[src/rtl/msp_pkg.sv]
package msp_pkg;
  // Classification of one incoming column beat
  typedef enum logic [1:0] {
    CK_IDLE  = 2'd0,  // no beat this cycle
    CK_GAP   = 2'd1,  // empty column
    CK_START = 2'd2,  // first column of a new object
    CK_CONT  = 2'd3   // further column of the current object
  } col_kind_e;
endpackage

[src/rtl/msp_col_tracker.sv]
module msp_col_tracker #(
  parameter int NCOL = 16,
  parameter int C0W  = 5,
  parameter int XW   = 4
) (
  input  logic                clk,
  input  logic                rst_n,
  input  logic                col_vld,
  input  logic [C0W-1:0]      col_m00,
  output logic [XW-1:0]       col_x,
  output logic                col_last,
  output msp_pkg::col_kind_e  col_kind
);
  import msp_pkg::*;

  logic [XW-1:0] x_q, x_d;
  logic          pz_q, pz_d;   // previous column was empty
  logic          nz;

  always_comb begin
    nz       = (col_m00 != '0);
    col_last = (x_q == XW'(NCOL - 1));
    if (!col_vld)                       col_kind = CK_IDLE;
    else if (!nz)                       col_kind = CK_GAP;
    else if ((x_q == '0) || pz_q)       col_kind = CK_START;
    else                                col_kind = CK_CONT;
    x_d  = col_last ? '0 : x_q + XW'(1);
    pz_d = ~nz;
  end

  assign col_x = x_q;

  always_ff @(posedge clk or negedge rst_n) begin
    if (!rst_n) begin
      x_q  <= '0;
      pz_q <= 1'b1;
    end else if (col_vld) begin
      x_q  <= x_d;
      pz_q <= pz_d;
    end
  end
endmodule

[src/rtl/msp_acc_unit.sv]
module msp_acc_unit #(
  parameter int XW   = 4,
  parameter int C0W  = 5,
  parameter int C1W  = 7,
  parameter int A00W = 9,
  parameter int A10W = 13,
  parameter int A20W = 17,
  parameter int A01W = 11,
  parameter int A11W = 15,
  parameter int SECOND_ORDER = 1
) (
  input  logic            clk,
  input  logic            rst_n,
  input  logic            load,
  input  logic            add,
  input  logic [XW-1:0]   x,
  input  logic [C0W-1:0]  c0,
  input  logic [C1W-1:0]  c1,
  output logic [A00W-1:0] m00,
  output logic [A10W-1:0] m10,
  output logic [A20W-1:0] m20,
  output logic [A01W-1:0] m01,
  output logic [A11W-1:0] m11
);
  logic            en;
  logic [A00W-1:0] m00_q, m00_d;
  logic [A10W-1:0] m10_q, m10_d, t10;
  logic [A01W-1:0] m01_q, m01_d;

  always_comb begin
    en    = load | add;
    t10   = A10W'(x) * A10W'(c0);
    m00_d = (add ? m00_q : '0) + A00W'(c0);
    m10_d = (add ? m10_q : '0) + t10;
    m01_d = (add ? m01_q : '0) + A01W'(c1);
  end

  always_ff @(posedge clk or negedge rst_n) begin
    if (!rst_n) begin
      m00_q <= '0;
      m10_q <= '0;
      m01_q <= '0;
    end else if (en) begin
      m00_q <= m00_d;
      m10_q <= m10_d;
      m01_q <= m01_d;
    end
  end

  assign m00 = m00_q;
  assign m10 = m10_q;
  assign m01 = m01_q;

  generate
    if (SECOND_ORDER != 0) begin : g_second
      logic [A20W-1:0] m20_q, m20_d, t20;
      logic [A11W-1:0] m11_q, m11_d, t11;
      always_comb begin
        t20   = A20W'(x) * A20W'(x) * A20W'(c0);
        t11   = A11W'(x) * A11W'(c1);
        m20_d = (add ? m20_q : '0) + t20;
        m11_d = (add ? m11_q : '0) + t11;
      end
      always_ff @(posedge clk or negedge rst_n) begin
        if (!rst_n) begin
          m20_q <= '0;
          m11_q <= '0;
        end else if (en) begin
          m20_q <= m20_d;
          m11_q <= m11_d;
        end
      end
      assign m20 = m20_q;
      assign m11 = m11_q;
    end else begin : g_first
      assign m20 = '0;
      assign m11 = '0;
    end
  endgenerate
endmodule

[src/rtl/msp_order_fifo.sv]
module msp_order_fifo #(
  parameter int DEPTH = 4,
  parameter int IW    = 2
) (
  input  logic          clk,
  input  logic          rst_n,
  input  logic          push,
  input  logic [IW-1:0] push_idx,
  input  logic          pop,
  output logic [IW-1:0] head,
  output logic          empty
);
  localparam int PW = (DEPTH > 1) ? $clog2(DEPTH) : 1;
  localparam int CW = $clog2(DEPTH + 1);

  logic [IW-1:0] mem_q [DEPTH];
  logic [PW-1:0] wp_q, wp_d, rp_q, rp_d;
  logic [CW-1:0] cnt_q, cnt_d;

  always_comb begin
    wp_d  = (wp_q == PW'(DEPTH - 1)) ? '0 : wp_q + PW'(1);
    rp_d  = (rp_q == PW'(DEPTH - 1)) ? '0 : rp_q + PW'(1);
    cnt_d = cnt_q + CW'(push) - CW'(pop);
    empty = (cnt_q == '0);
    head  = mem_q[rp_q];
  end

  always_ff @(posedge clk) begin
    if (push) mem_q[wp_q] <= push_idx;
  end

  always_ff @(posedge clk or negedge rst_n) begin
    if (!rst_n) begin
      wp_q  <= '0;
      rp_q  <= '0;
      cnt_q <= '0;
    end else begin
      if (push)        wp_q  <= wp_d;
      if (pop)         rp_q  <= rp_d;
      if (push || pop) cnt_q <= cnt_d;
    end
  end
endmodule

[src/rtl/msp_object_splitter.sv]
module msp_object_splitter #(
  parameter int NCOL         = 16,
  parameter int NROW         = 16,
  parameter int NUNIT        = 4,
  parameter int SECOND_ORDER = 1,
  localparam int XW   = $clog2(NCOL),
  localparam int C0W  = $clog2(NROW + 1),
  localparam int C1W  = $clog2(NROW * (NROW - 1) / 2 + 1),
  localparam int A00W = C0W + XW,
  localparam int A10W = A00W + XW,
  localparam int A20W = A10W + XW,
  localparam int A01W = C1W + XW,
  localparam int A11W = A01W + XW
) (
  input  logic            clk,
  input  logic            rst_n,
  input  logic            col_vld,
  input  logic [C0W-1:0]  col_m00,
  input  logic [C1W-1:0]  col_m01,
  output logic            rec_valid,
  input  logic            rec_ready,
  output logic [A00W-1:0] rec_m00,
  output logic [A10W-1:0] rec_m10,
  output logic [A20W-1:0] rec_m20,
  output logic [A01W-1:0] rec_m01,
  output logic [A11W-1:0] rec_m11,
  output logic            obj_drop
);
  import msp_pkg::*;

  localparam int IW = $clog2(NUNIT);

  // reset: asserted asynchronously, released on the clock
  logic [1:0] rs_q;
  logic       rst_sn;
  always_ff @(posedge clk or negedge rst_n) begin
    if (!rst_n) rs_q <= 2'b00;
    else        rs_q <= {rs_q[0], 1'b1};
  end
  assign rst_sn = rs_q[1];

  // column classification
  logic [XW-1:0] cx;
  logic          clast;
  col_kind_e     ckind;

  msp_col_tracker #(.NCOL(NCOL), .C0W(C0W), .XW(XW)) u_trk (
    .clk(clk), .rst_n(rst_sn), .col_vld(col_vld), .col_m00(col_m00),
    .col_x(cx), .col_last(clast), .col_kind(ckind)
  );

  // unit pool state
  logic [NUNIT-1:0] unit_busy, busy_d, done_q, done_d;
  logic [NUNIT-1:0] u_load, u_add;
  logic             open_q, open_d;
  logic [IW-1:0]    cur_q, cur_d;
  logic             drop_q;
  logic             any_free, start_ok, ovf_now, close_cur, close_new, fire;
  logic [IW-1:0]    alloc_idx, head;
  logic             q_empty;

  always_comb begin
    any_free  = 1'b0;
    alloc_idx = '0;
    for (int i = NUNIT - 1; i >= 0; i--) begin
      if (!unit_busy[i]) begin
        any_free  = 1'b1;
        alloc_idx = IW'(i);
      end
    end
    start_ok  = (ckind == CK_START) && any_free;
    ovf_now   = (ckind == CK_START) && !any_free;
    close_cur = open_q && ((ckind == CK_GAP) || ((ckind == CK_CONT) && clast));
    close_new = start_ok && clast;
    rec_valid = !q_empty && done_q[head];
    fire      = rec_valid && rec_ready;

    for (int i = 0; i < NUNIT; i++) begin
      u_load[i] = start_ok && (alloc_idx == IW'(i));
      u_add[i]  = (ckind == CK_CONT) && open_q && (cur_q == IW'(i));
      busy_d[i] = (unit_busy[i] | u_load[i]) & ~(fire && (head == IW'(i)));
      done_d[i] = (done_q[i] | (close_cur && (cur_q == IW'(i))) | (close_new && u_load[i]))
                  & ~(fire && (head == IW'(i)));
    end

    open_d = open_q;
    cur_d  = cur_q;
    if (start_ok && !clast) begin
      open_d = 1'b1;
      cur_d  = alloc_idx;
    end else if (close_cur) begin
      open_d = 1'b0;
    end
  end

  always_ff @(posedge clk or negedge rst_sn) begin
    if (!rst_sn) begin
      unit_busy <= '0;
      done_q    <= '0;
      open_q    <= 1'b0;
      cur_q     <= '0;
      drop_q    <= 1'b0;
    end else begin
      unit_busy <= busy_d;
      done_q    <= done_d;
      drop_q    <= ovf_now;
      if (col_vld) begin
        open_q <= open_d;
        cur_q  <= cur_d;
      end
    end
  end

  assign obj_drop = drop_q;

  msp_order_fifo #(.DEPTH(NUNIT), .IW(IW)) u_ord (
    .clk(clk), .rst_n(rst_sn), .push(start_ok), .push_idx(alloc_idx),
    .pop(fire), .head(head), .empty(q_empty)
  );

  // accumulator units
  logic [A00W-1:0] u_m00 [NUNIT];
  logic [A10W-1:0] u_m10 [NUNIT];
  logic [A20W-1:0] u_m20 [NUNIT];
  logic [A01W-1:0] u_m01 [NUNIT];
  logic [A11W-1:0] u_m11 [NUNIT];

  generate
    for (genvar g = 0; g < NUNIT; g++) begin : g_unit
      msp_acc_unit #(
        .XW(XW), .C0W(C0W), .C1W(C1W), .A00W(A00W), .A10W(A10W),
        .A20W(A20W), .A01W(A01W), .A11W(A11W), .SECOND_ORDER(SECOND_ORDER)
      ) u_acc (
        .clk(clk), .rst_n(rst_sn), .load(u_load[g]), .add(u_add[g]),
        .x(cx), .c0(col_m00), .c1(col_m01),
        .m00(u_m00[g]), .m10(u_m10[g]), .m20(u_m20[g]),
        .m01(u_m01[g]), .m11(u_m11[g])
      );
    end
  endgenerate

  assign rec_m00 = u_m00[head];
  assign rec_m10 = u_m10[head];
  assign rec_m20 = u_m20[head];
  assign rec_m01 = u_m01[head];
  assign rec_m11 = u_m11[head];
endmodule

[config.mk]
export PLATFORM = sky130hd
export DESIGN_NAME = msp_object_splitter
export DESIGN_NICKNAME = d
export VERILOG_FILES = /design/src/rtl/msp_pkg.sv /design/src/rtl/msp_col_tracker.sv /design/src/rtl/msp_acc_unit.sv /design/src/rtl/msp_order_fifo.sv /design/src/rtl/msp_object_splitter.sv
export SDC_FILE = /design/constraint.sdc
export NUM_CORES = 1
export LEC_CHECK = 0
export ABC_AREA = 1
export ABC_CLOCK_PERIOD_IN_PS = 11070
export BUFFER_PORTS_ARGS = -buffer_cell sky130_fd_sc_hd__buf_2
export CORE_ASPECT_RATIO = 0.5
export CORE_UTILIZATION = 64
export DETAILED_ROUTE_END_ITERATION = 6
export GPL_TIMING_DRIVEN = 0
export HOLD_SLACK_MARGIN = 0.06
export PLACE_DENSITY = 0.82
export SYNTH_ARGS = -nofsm -noshare
export SYNTH_HDL_FRONTEND = slang
export SYNTH_SLANG_ARGS = --single-unit
[constraint.sdc]
create_clock -name clk -period 11.07 [get_ports clk]
set_input_delay 0.5535 -clock clk [delete_from_list [all_inputs] [get_ports clk]]
set_output_delay 0.5535 -clock clk [all_outputs]
set_load 0.02 [all_outputs]
== After elaboration in Yosys (flattened, before gate mapping) ==
Memories as Yosys holds them, arrays and structs flattened.
Index checks and enable logic that the tools add are counted.

* $add $sub $neg: 25
* Multiply operators: 4
* Order comparisons: 2
* Equal/unequal tests: 15
* Multiplexer cells: 55
* Bitwise operators: 30
* Reduce and logical (&&, ||, !) cells: 44

{| class="wikitable"
|+ Operators by type and width
! kind !! number
|-
| $mux W17 || 6
|-
| $mux W15 || 6
|-
| $mux W13 || 6
|-
| $add A17 B13 Y17 || 4
|-
| $mux W11 || 6
|-
| $add A15 B11 Y15 || 4
|-
| $mux W9 || 6
|-
| $add A13 B9 Y13 || 4
|-
| $add A11 B7 Y11 || 4
|-
| $add A9 B5 Y9 || 4
|-
| $bmux W17 S2 || 1
|-
| $bmux W15 S2 || 1
|-
| $logic_and A1 B1 Y1 || 29
|-
| $bmux W13 S2 || 1
|-
| $bmux W11 S2 || 1
|-
| $eq A2 B2 Y1 const B || 10
|-
| $bmux W9 S2 || 1
|-
| $mux W2 || 8
|-
| $or A1 B1 Y1 || 16
|-
| $mul A8 B5 Y13 || 1
|-
| $mul A4 B7 Y11 || 1
|-
| $mux W1 || 10
|-
| $mul A4 B5 Y9 || 1
|-
| $and A1 B1 Y1 || 8
|-
| other kinds (21) || 36
|}

* Bits in registers: 286
* Bits in writable memories: 8
* Bits of input ports: 16
* Output and inout port bits: 67
* Logic and storage cells: 207
* Memories: 1

{| class="wikitable"
|+ Memory list
! memory !! depth !! width !! rd ports !! clocked after Yosys merged registers in !! wr ports !! RTL line !! source
|-
| u_ord.mem_q || 4 || 2 || 1 || 0 || 1 || msp_order_fifo.sv:16 || <nowiki>logic [IW-1:0] mem_q [DEPTH];</nowiki>
|}

== Longest topological paths before layout ==
Gate-level depths: netlist of the first run.

* Word-level depth: 13
* Mapped depth: 34

== Hierarchy ==
Synthesis of the first run repeated with hierarchy kept, for this count alone.

* Cells, all modules: 4980
* Area, all modules: 33891.3 µm²

{| class="wikitable"
|+ By module, submodules not included
! module !! times used !! cells an instance !! area an instance (µm²) !! sequential area each (µm²)
|-
| msp_acc_unit (g_unit[2].u_acc) || 1 || 1124 || 7671.1 || 1626.6
|-
| msp_acc_unit (g_unit[0].u_acc) || 1 || 1122 || 7652.3 || 1626.6
|-
| msp_acc_unit (g_unit[1].u_acc) || 1 || 1127 || 7643.6 || 1626.6
|-
| msp_acc_unit (g_unit[3].u_acc) || 1 || 1119 || 7609.8 || 1626.6
|-
| msp_object_splitter || 1 || 363 || 2212.1 || 350.3
|-
| msp_order_fifo || 1 || 83 || 792.0 || 415.4
|-
| msp_col_tracker || 1 || 42 || 310.3 || 126.4
|}

== Least setup slack after synthesis of the first run ==
OpenSTA, ideal clock, no wires.

* Path kind: register to register
* Start: reg u_trk.x_q[1], in the netlist u_trk.col_x[1]
* End: reg g_unit[2].u_acc.g_second.m20_q[15]
* Setup time: 0.121 ns
* Data arrival time: 5.353 ns
* Data required time: 10.949 ns
* Setup slack: 5.595 ns
* Stages on the path, launching flop included: 30
* Path buffers: 2
* Path through: dfrtp_1 > clkbuf_1 > clkbuf_1 > nor2_1 > ha_1 > a21oi_1 > nand2_1 > xor2_1 > nor2_1 > fa_1 > fa_1 > inv_1 > fa_1 > inv_1 > ha_1 > nand2_1 > inv_1 > a21oi_1 > xnor2_1 > ha_1 > nand2_1 > nor2_1 > a211oi_1 > nand3_1 > nand3_1 > nand2_1 > nand2_1 > nand2_1 > o211ai_1 > nand2_1

* Longest elaborated chain between the ends: 10
* Elaborated cells between the ends (all ways): 16
* Those cells by class: 1 x add/sub; 2 x mul; 2 x eq/ne; 4 x mux; 1 x bitwise; 6 x reduce/logical

{| class="wikitable"
|+ Ends and longest elaborated chain
! what !! RTL line !! source
|-
| start: declaration || msp_col_tracker.sv:16 || <nowiki>logic [XW-1:0] x_q, x_d;</nowiki>
|-
| start signal: assignment || msp_col_tracker.sv:35 || <nowiki>x_q <= '0;</nowiki>
|-
| start signal: assignment || msp_col_tracker.sv:38 || <nowiki>x_q <= x_d;</nowiki>
|-
| branches (longest 10 deep; another with $add A17 B13 Y17) || n/a ||
|-
| end signal: assignment || msp_acc_unit.sv:69 || <nowiki>m20_q <= m20_d;</nowiki>
|-
| end: declaration || msp_acc_unit.sv:56 || <nowiki>logic [A20W-1:0] m20_q, m20_d, t20;</nowiki>
|}

Parallel ways; which one is timed is not known.
A chain may end at the register's enable or synchronous reset.

== Final worst setup path of the first run ==
* Start: reg u_trk.x_q[1], in the netlist u_trk.col_x[1]
* End: reg g_unit[3].u_acc.g_second.m20_q[13]

* Longest elaborated chain between the ends: 10
* Elaborated cells between the ends (all ways): 16
* Those cells by class: 1 x add/sub; 2 x mul; 2 x eq/ne; 4 x mux; 1 x bitwise; 6 x reduce/logical

{| class="wikitable"
|+ Ends and longest elaborated chain
! what !! RTL line
|-
| branches (longest 10 deep; another with $add A17 B13 Y17) || n/a
|-
| end signal: assignment || msp_acc_unit.sv:69
|-
| end: declaration || msp_acc_unit.sv:56
|}

Parallel ways; which one is timed is not known.

==> parameters.txt, run 1 <==
Parameter                              Value

Critical path
  Buf+Inv Stages, Crit Path ... 6
  CP Capture Type ... flop
  Data arrival time at the worst-slack endpoint ... 7.83 ns
  Top fanout value on the critical path ... 10
  Critical Path RT ... 11.56 ns
  Delay of the slowest cell on the worst path ... 0.73 ns
  Cell family with most CP delay ... adder cells
  Cell type of the slowest stage on the worst timing path ... sky130_fd_sc_hd__clkbuf_1
  Kind of launch point of the worst setup path ... flop
  Critical path start-end classification ... flop to flop
  Most frequent cell on the critical path ... sky130_fd_sc_hd__nand2_1

Clock tree
  Clock latency on the worst-skew pair ... 0.62 ns
  CTS clock-pin slew for the worst setup and hold paths ... 0.07 ns
  Clock sink count ... 294
  CTS tree ... built
  Number of buffers inserted during clock tree synthesis ... 29
  Clk Tree Root Cell ... sky130_fd_sc_hd__clkbuf_16
  H-Tree Depth ... 1
  Number of setup buffers added after CTS ... 0
  Buffer levels on the longest clock path ... 3
  Number of cells upsized or downsized after cts ... 0

GRT
  Number of global-route vias before repair ... 23500
  GRT overflow ... 0
  GR Util All Layers ... 42.1%
  Maximum number of pins on one net before global-route repair ... 60
  First-pass GRT wire length ... 127 mm
  Initial antenna violation count ... 2

Synth
  Adder-cell area share of the yosys netlist ... 16.4%
  Distinct cells, synth ... 57
  Biggest area consumer among synthesized cells ... sky130_fd_sc_hd__dfrtp_1
  Leading cell types by count after synthesis ... sky130_fd_sc_hd__nand2_1 (708), sky130_fd_sc_hd__inv_1 (550), sky130_fd_sc_hd__nor2_1 (351)
  Compound-Gate Fraction of Synth Area ... 14.9%
  Number of flip-flops and latches in the synthesized netlist ... 294
  Basic-gate share of the synthesized area counting and, or, nand and nor cells ... 21.9%
  Post-synthesis xor/xnor area fraction ... 6.08%
  Most used flip-flop cell after synthesis ... sky130_fd_sc_hd__dfrtp_1
  Mapped cell area ... 24600 sq um
  Dominant cell by count in the synthesized netlist ... sky130_fd_sc_hd__nand2_1
  Share of the synthesized area in the top cell type ... 29.0%
  Count of flip-flops with a built-in enable after synthesis ... 8
  Top area cells in the synthesized netlist ... sky130_fd_sc_hd__dfrtp_1 (29%), sky130_fd_sc_hd__ha_1 (12%), sky130_fd_sc_hd__nand2_1 (11%)
  Proportion of register bits with asynchronous set or reset after synthesis ... 97.3%
  Synthesized instance count ... 3345
  Multiplexer share of the synthesized area ... 0%
  Net count of the mapped netlist ... 3652
  Synthesized area per cell ... 7.35 sq um
  Share of the yosys chip area belonging to registers ... 30.1%
  Count of synthesis-stage warnings from yosys ... 0
  Combinational family with the most area after synthesis ... simple AND/OR/NAND/NOR gates

Timing
  Unrepaired setup endpoints after global routing ... no
  Final period util ... 66.4%
  Min Clock Period, post-route ... 7.34 ns
  Fin. max-slew vios ... 0
  Setup clock skew after layout ... 0.0322 ns
  Number of failing setup endpoints in the final timing report ... 0
  Final worst-path setup slack ... 3.73 ns
  Transition time at the pin with the least slew margin ... 1.31 ns
  Slew Limit Headroom ... 12.9%
  Fmax ... 136 MHz
  Final hold violation count ... 0
  Setup TNS Final ... 0 ns

Floorplanning
  Floorplan row count ... 50
  Initial core utilization ... 65.4%
  I/O pin count ... 83
  Height of the die ... 141 um
  Floorplan core area ... 37600 sq um
  Die Footprint ... 39300 sq um
  Die X-Extent ... 279 um

Power
  Lkg Pwr ... 0.0140 uW
  Power density over the cells ... 323 nW/um^2
  Worst-case vdd ir drop ... 0.000216 V

Run
  Number of max-cap violations ... 0

Route
  Number of remaining DRC errors ... 0
  Vias after detailed routing ... 24500
  Post-route ant nets ... 0
  Per-cell routed wire length ... 20.7 um
  Final Routed Wirelength ... 83.0 mm
  Via-per-instance ratio ... 6.11
  1st-iter DRT viols ... 3134
  Total iterations of the first detailed-routing run ... 6

Cells and area
  Area taken by flip-flops and latches ... 7400 sq um
  Layout cell share with drive strength beyond 1 ... 6.74%
  Multi-input combinational cell area ... 14600 sq um
  Area growth syn-to-layout ... 9.48%
  Fillers ... 3009
  Number of nets at the end of the flow ... 3770

Placed design
  IO Port Bufs ... 81
  HPWL after detailed placement ... 62.3 mm
  Pre-CTS setup slack ... 4.10 ns
  Weighted congestion at the end of routability-driven global placement ... 1.03

Run status
  Run status ... completed

Hold path
  Class of the tightest hold or removal check ... primary input to flop
-- worst register-to-register path: cells and delay by family (launching register included) --
kind | cells | cell delay (ns)
flip-flops | 1 | 0.39
adder cells (fa/ha/maj) | 6 | 2.62
XOR/XNOR | 2 | 0.82
AO/OA/AOI/OAI | 3 | 0.32
AND/OR/NAND/NOR | 14 | 1.48
buffers and inverters | 6 | 1.59
-- flip-flops by register name, summed over array words and instances (netlist names), 2 cells and up --
signal and count:
g_unit.u_acc.m00 36, u_ord.rp_q 2, g_unit.u_acc.m20 68, u_ord.wp_q 2
g_unit.u_acc.m11 60, u_ord.cnt_q 3, u_ord.mem_q 8, done_q 4
g_unit.u_acc.m01 44, u_trk.col_x 4, g_unit.u_acc.m10 52, cur_q 2
rs_q 2, unit_busy 4
-- cells in the final DEF (no fill, tap or decap), drive strengths merged, types with 9 or more instances in the layout --
cell type and n:
a211oi 9, a21o 12, a21oi 150, a22oi 61
a31oi 14, buf 138, bufinv 9, clkbuf 91
dfrtp 285, fa 52, ha 239, inv 567
nand2 718, nand3 158, nand3b 12, nand4 24
nor2 362, nor3 14, o211ai 13, o21ai 248
o221ai 55, o22ai 23, or2 11, xnor2 53
xor2 117
-- area by class of cell --
type / instances / share of cell area (%)
inverters: 566 / 7.90
flip-flops and latches: 294 / 27.5
repair buffers: 87 / 2.05
plain buffers: 106 / 1.81
well taps: 520 / 2.42
clock buffers: 37 / 2.92
clock inverters: 16 / 1.23
multi-input cells: 2379 / 54.2
diodes: 3 / 0.0279
-- kinds of logic (layout without fill, tap and decap cells) --
family / count (synthesis) / count (layout)
adders and majority gates: 291 / 291
other: 1 / 4
buffers and inverters: 672 / 812
AOI/OAI and AO/OA: 614 / 614
xor gates and xnor gates: 170 / 170
and+or+nand+nor: 1303 / 1303
DFF: 294 / 294
-- layer usage --
layer / up-vias / share of wire (%) / GRT usage (%)
met1: 11500 / 38 / 53.8
met3: 335 / 14 / 12.6
met5: - / 0 / 0
met4: 0 / 6.1 / 22.5
met2: 1570 / 42 / 64.7
li1: 11100 / - / -
-- power breakdown --
part           leakage (uW)  internal [uW]  total [uW]  switching [uW]
logic               0.00975           1820        5810            4000
registers           0.00376           1460        1670             214
clock network      0.000542            715        1210             493
total                0.0140           3990        8690            4700
-- through the flow --
stage	power [uW]	hold WS, ns	utilization, %	area (sq um)	std cells
6_report	8690	0.243	71.6	26900	4008
5_1_grt	9260	0.265	71.6	26900	4005
4_1_cts	8490	0.240	71.6	26900	4005
3_5_place_dp	7250	0.329	68.6	25800	3951
3_3_place_gp	7060	0.335	68.2	25700	3946
2_1_floorplan	5660	0.258	-	24600	3345
-- timing repair --
action | 4_1_cts | 5_1_grt
endpoints found under the hold margin | 2 | 0
hold buffers | 1 | 0
setup endpoints to repair | 0 | 0
-- worst paths after layout --
check | to | cells after the start | startpoint | slack [ns]
setup / recovery | g_unit[3].u_acc.m20[13]$_DFFE_PN0P_ | 31 | u_trk.col_x[1]$_DFFE_PN0P_ | 3.73
hold / removal | u_trk.col_x[0]$_DFFE_PN0P_ | 2 | col_vld | 0.24
setup reg to reg | g_unit[3].u_acc.m20[13]$_DFFE_PN0P_ | 31 | u_trk.col_x[1]$_DFFE_PN0P_ | 3.73
hold reg to reg | g_unit[2].u_acc.m11[7]$_DFFE_PN0P_ | 0 | rs_q[1]$_DFF_PN0_ | 0.31
max in group asynchronous | u_trk.col_x[0]$_DFFE_PN0P_ | 2 | rs_q[1]$_DFF_PN0_ | 9.73
min in group asynchronous | rs_q[1]$_DFF_PN0_ | 2 | rst_n | 0.26
Note: power is estimated with default switching activity, not from simulation.
==> run 2, diff against run 1 <==
ABC_CLOCK_PERIOD_IN_PS = 6700   (was 11070)
CORE_UTILIZATION = 58   (was 64)
PLACE_DENSITY = 0.78   (was 0.82)
clock period = 6.7 ns   (was 11.07 ns; I/O delays follow)
==> parameters.txt, run 2 (synthesis results as in run 1) <==
Parameter                              Value

GRT
  GR Util All Layers ... 38.7%
  Initial antenna violation count ... 6
  Maximum number of pins on one net before global-route repair ... 67
  GRT overflow ... 0
  Number of global-route vias before repair ... 23400
  First-pass GRT wire length ... 128 mm

Clock tree
  Clock latency on the worst-skew pair ... 0.61 ns
  Clk Tree Root Cell ... sky130_fd_sc_hd__clkbuf_16
  Number of buffers inserted during clock tree synthesis ... 29
  H-Tree Depth ... 1
  CTS tree ... built
  CTS clock-pin slew for the worst setup and hold paths ... 0.07 ns
  Clock sink count ... 294
  Buffer levels on the longest clock path ... 3

Power
  Share of total power in combinational logic ... 68.0%
  Sequential group share of total power ... 19.4%
  Post-route total power ... 14200 uW
  Power Internal ... 6500 uW
  Switching power ... 7740 uW
  Clock Power Share ... 12.6%
  Power density over the cells ... 530 nW/um^2
  Switching power as a share of total power ... 54.4%
  Lkg Pwr ... 0.0140 uW
  Worst-case vdd ir drop ... 0.000331 V

Cells and area
  Leading cell type in the layout, fill and taps excluded ... sky130_fd_sc_hd__nand2_1
  Top library cells by usage in the layout, fill and taps aside ... sky130_fd_sc_hd__nand2_1 (708), sky130_fd_sc_hd__inv_1 (550), sky130_fd_sc_hd__nor2_1 (351)
  Number of nets at the end of the flow ... 3772
  Count of placed standard cells in the final layout, fillers left out ... 4058
  Area growth syn-to-layout ... 9.34%
  Layout cell share with drive strength beyond 1 ... 6.91%
  Largest register FFs ... 68
  Final design area excluding fillers ... 26900 sq um

Route
  Vias after detailed routing ... 24300
  Total iterations of the first detailed-routing run ... 6
  Per-cell routed wire length ... 20.6 um
  1st-iter DRT viols ... 2786
  Via-per-instance ratio ... 5.98
  Post-route ant nets ... 0
  Final Routed Wirelength ... 83.4 mm
  Number of remaining DRC errors ... 0

Placed design
  Total placed instance area ... 25800 sq um
  IO Port Bufs ... 81
  Weighted congestion at the end of routability-driven global placement ... 1.00
  Placed Cells incl. Taps ... 3997
  HPWL after detailed placement ... 62.9 mm

Timing
  Fin. max-slew vios ... 0
  Setup TNS Final ... 0 ns
  Post-Route Hold Slack ... 0.120 ns
  Min Clock Period, post-route ... 6.30 ns
  Setup clock skew after layout ... 0.0316 ns
  Transition time at the pin with the least slew margin ... 1.45 ns
  Final period util ... 94.0%
  Number of failing setup endpoints in the final timing report ... 0
  Slew Limit Headroom ... 3.23%
  Final hold violation count ... 0
  Fmax ... 159 MHz
  Unrepaired setup endpoints after global routing ... no

Floorplanning
  Initial core utilization ... 59.8%
  I/O pin count ... 83
  Die X-Extent ... 293 um
  Floorplan row count ... 52
  Floorplan core area ... 41100 sq um
  Height of the die ... 148 um
  Die Footprint ... 43300 sq um

Run
  Number of max-cap violations ... 0

Critical path
  Kind of launch point of the worst setup path ... flop
  Delay of the slowest cell on the worst path ... 0.55 ns
  CP Capture Type ... flop
  Critical path start-end classification ... flop to flop
  Cell type of the slowest stage on the worst timing path ... sky130_fd_sc_hd__fa_1
  Critical Path RT ... 7.17 ns
  Data arrival time at the worst-slack endpoint ... 6.77 ns
  Top fanout value on the critical path ... 10
  Most frequent cell on the critical path ... sky130_fd_sc_hd__nand2_1

Hold path
  Class of the tightest hold or removal check ... primary input to flop

Run status
  Run status ... completed
==> run 2: changes by cell type in the layout (fill, tap and decap cells not counted), sizes merged <==
| cell | change |
|---|---|
| dlygate4sd3 | +2 |
| bufinv | -6 |
| clkbuf | +4 |
| clkinv | +4 |
| inv | -1 |
==> run 2: timing repair <==
| action | 4_1_cts | 5_1_grt |
|---|---|---|
| pin swaps | 0 | 1 |
| setup endpoints to repair | 25 | 18 |
| gates resized for setup | 2 | 8 |
| buffers inserted | 0 | 1 |
| endpoints found under the hold margin | 5 | 0 |
| hold buffers | 3 | 0 |
==> run 2: per-layer routing <==
layer / vias up / GRT usage [%] / wire length (um)
li1: 11100 / - / -
met1: 11500 / 49.7 / 32200
met2: 1332 / 60.2 / 36200
met3: 278 / 11.5 / 10800
met4: 2 / 18.5 / 4100
met5: - / 0 / 12
==> run 2: power by group through the flow <==
stage | sequential, uW | combinational (uW) | clock [uW]
after floorplan | 2690 | 6660 | 0
after global placement | 2780 | 8980 | 0
after detailed placement | 2780 | 9250 | 0
after CTS | 2750 | 9320 | 1780
after global routing | 2830 | 10600 | 1850
final | 2770 | 9680 | 1790
==> run 2: metrics by stage <==
stage | util [%] | setup WS [ns]
2_1_floorplan | - | 1.23
3_3_place_gp | 62.5 | -0.359
3_5_place_dp | 62.8 | -0.446
4_1_cts | 65.3 | 0.0586
5_1_grt | 65.4 | 0.0600
6_report | 65.4 | 0.403
==> run 2: path summary, 6_finish.rpt <==
kind | startpoint | to | slack [ns] | cells past startpoint
max in group asynchronous | rs_q[1]$_DFF_PN0_ | g_unit[2].u_acc.m20[3]$_DFFE_PN0P_ | 5.03 | 2
worst max register to register | u_trk.col_x[1]$_DFFE_PN0P_ | g_unit[2].u_acc.m20[13]$_DFFE_PN0P_ | 0.40 | 30
worst min register to register | rs_q[0]$_DFF_PN0_ | rs_q[1]$_DFF_PN0_ | 0.36 | 0
worst min-delay path | rec_ready | done_q[0]$_DFF_PN0_ | 0.12 | 4
min in group asynchronous | rs_q[1]$_DFF_PN0_ | g_unit[3].u_acc.m11[8]$_DFFE_PN0P_ | 0.45 | 0
worst max-delay path | u_trk.col_x[1]$_DFFE_PN0P_ | g_unit[2].u_acc.m20[13]$_DFFE_PN0P_ | 0.40 | 30
==> run 2: area by class of cell <==
cell class	instances	area, sq um
diodes	3	7.51
plain buffers	106	495
clock buffers	41	841
clock inverters	13	146
fillers	3658	14200
inverters	566	2130
multi-input cells	2379	14600
flip-flops and latches	294	7400
well taps	567	709
repair buffers	89	566
==> run 2: worst max-delay path: cells and delay by family (launching register included) <==
| family | cells | cell delay [ns] |
|---|---|---|
| buffers and inverters | 7 | 0.96 |
| xor gates and xnor gates | 2 | 0.47 |
| DFF | 1 | 0.40 |
| AOI/OAI and AO/OA | 2 | 0.47 |
| and+or+nand+nor | 13 | 1.28 |
| adders and majority gates | 6 | 2.57 |
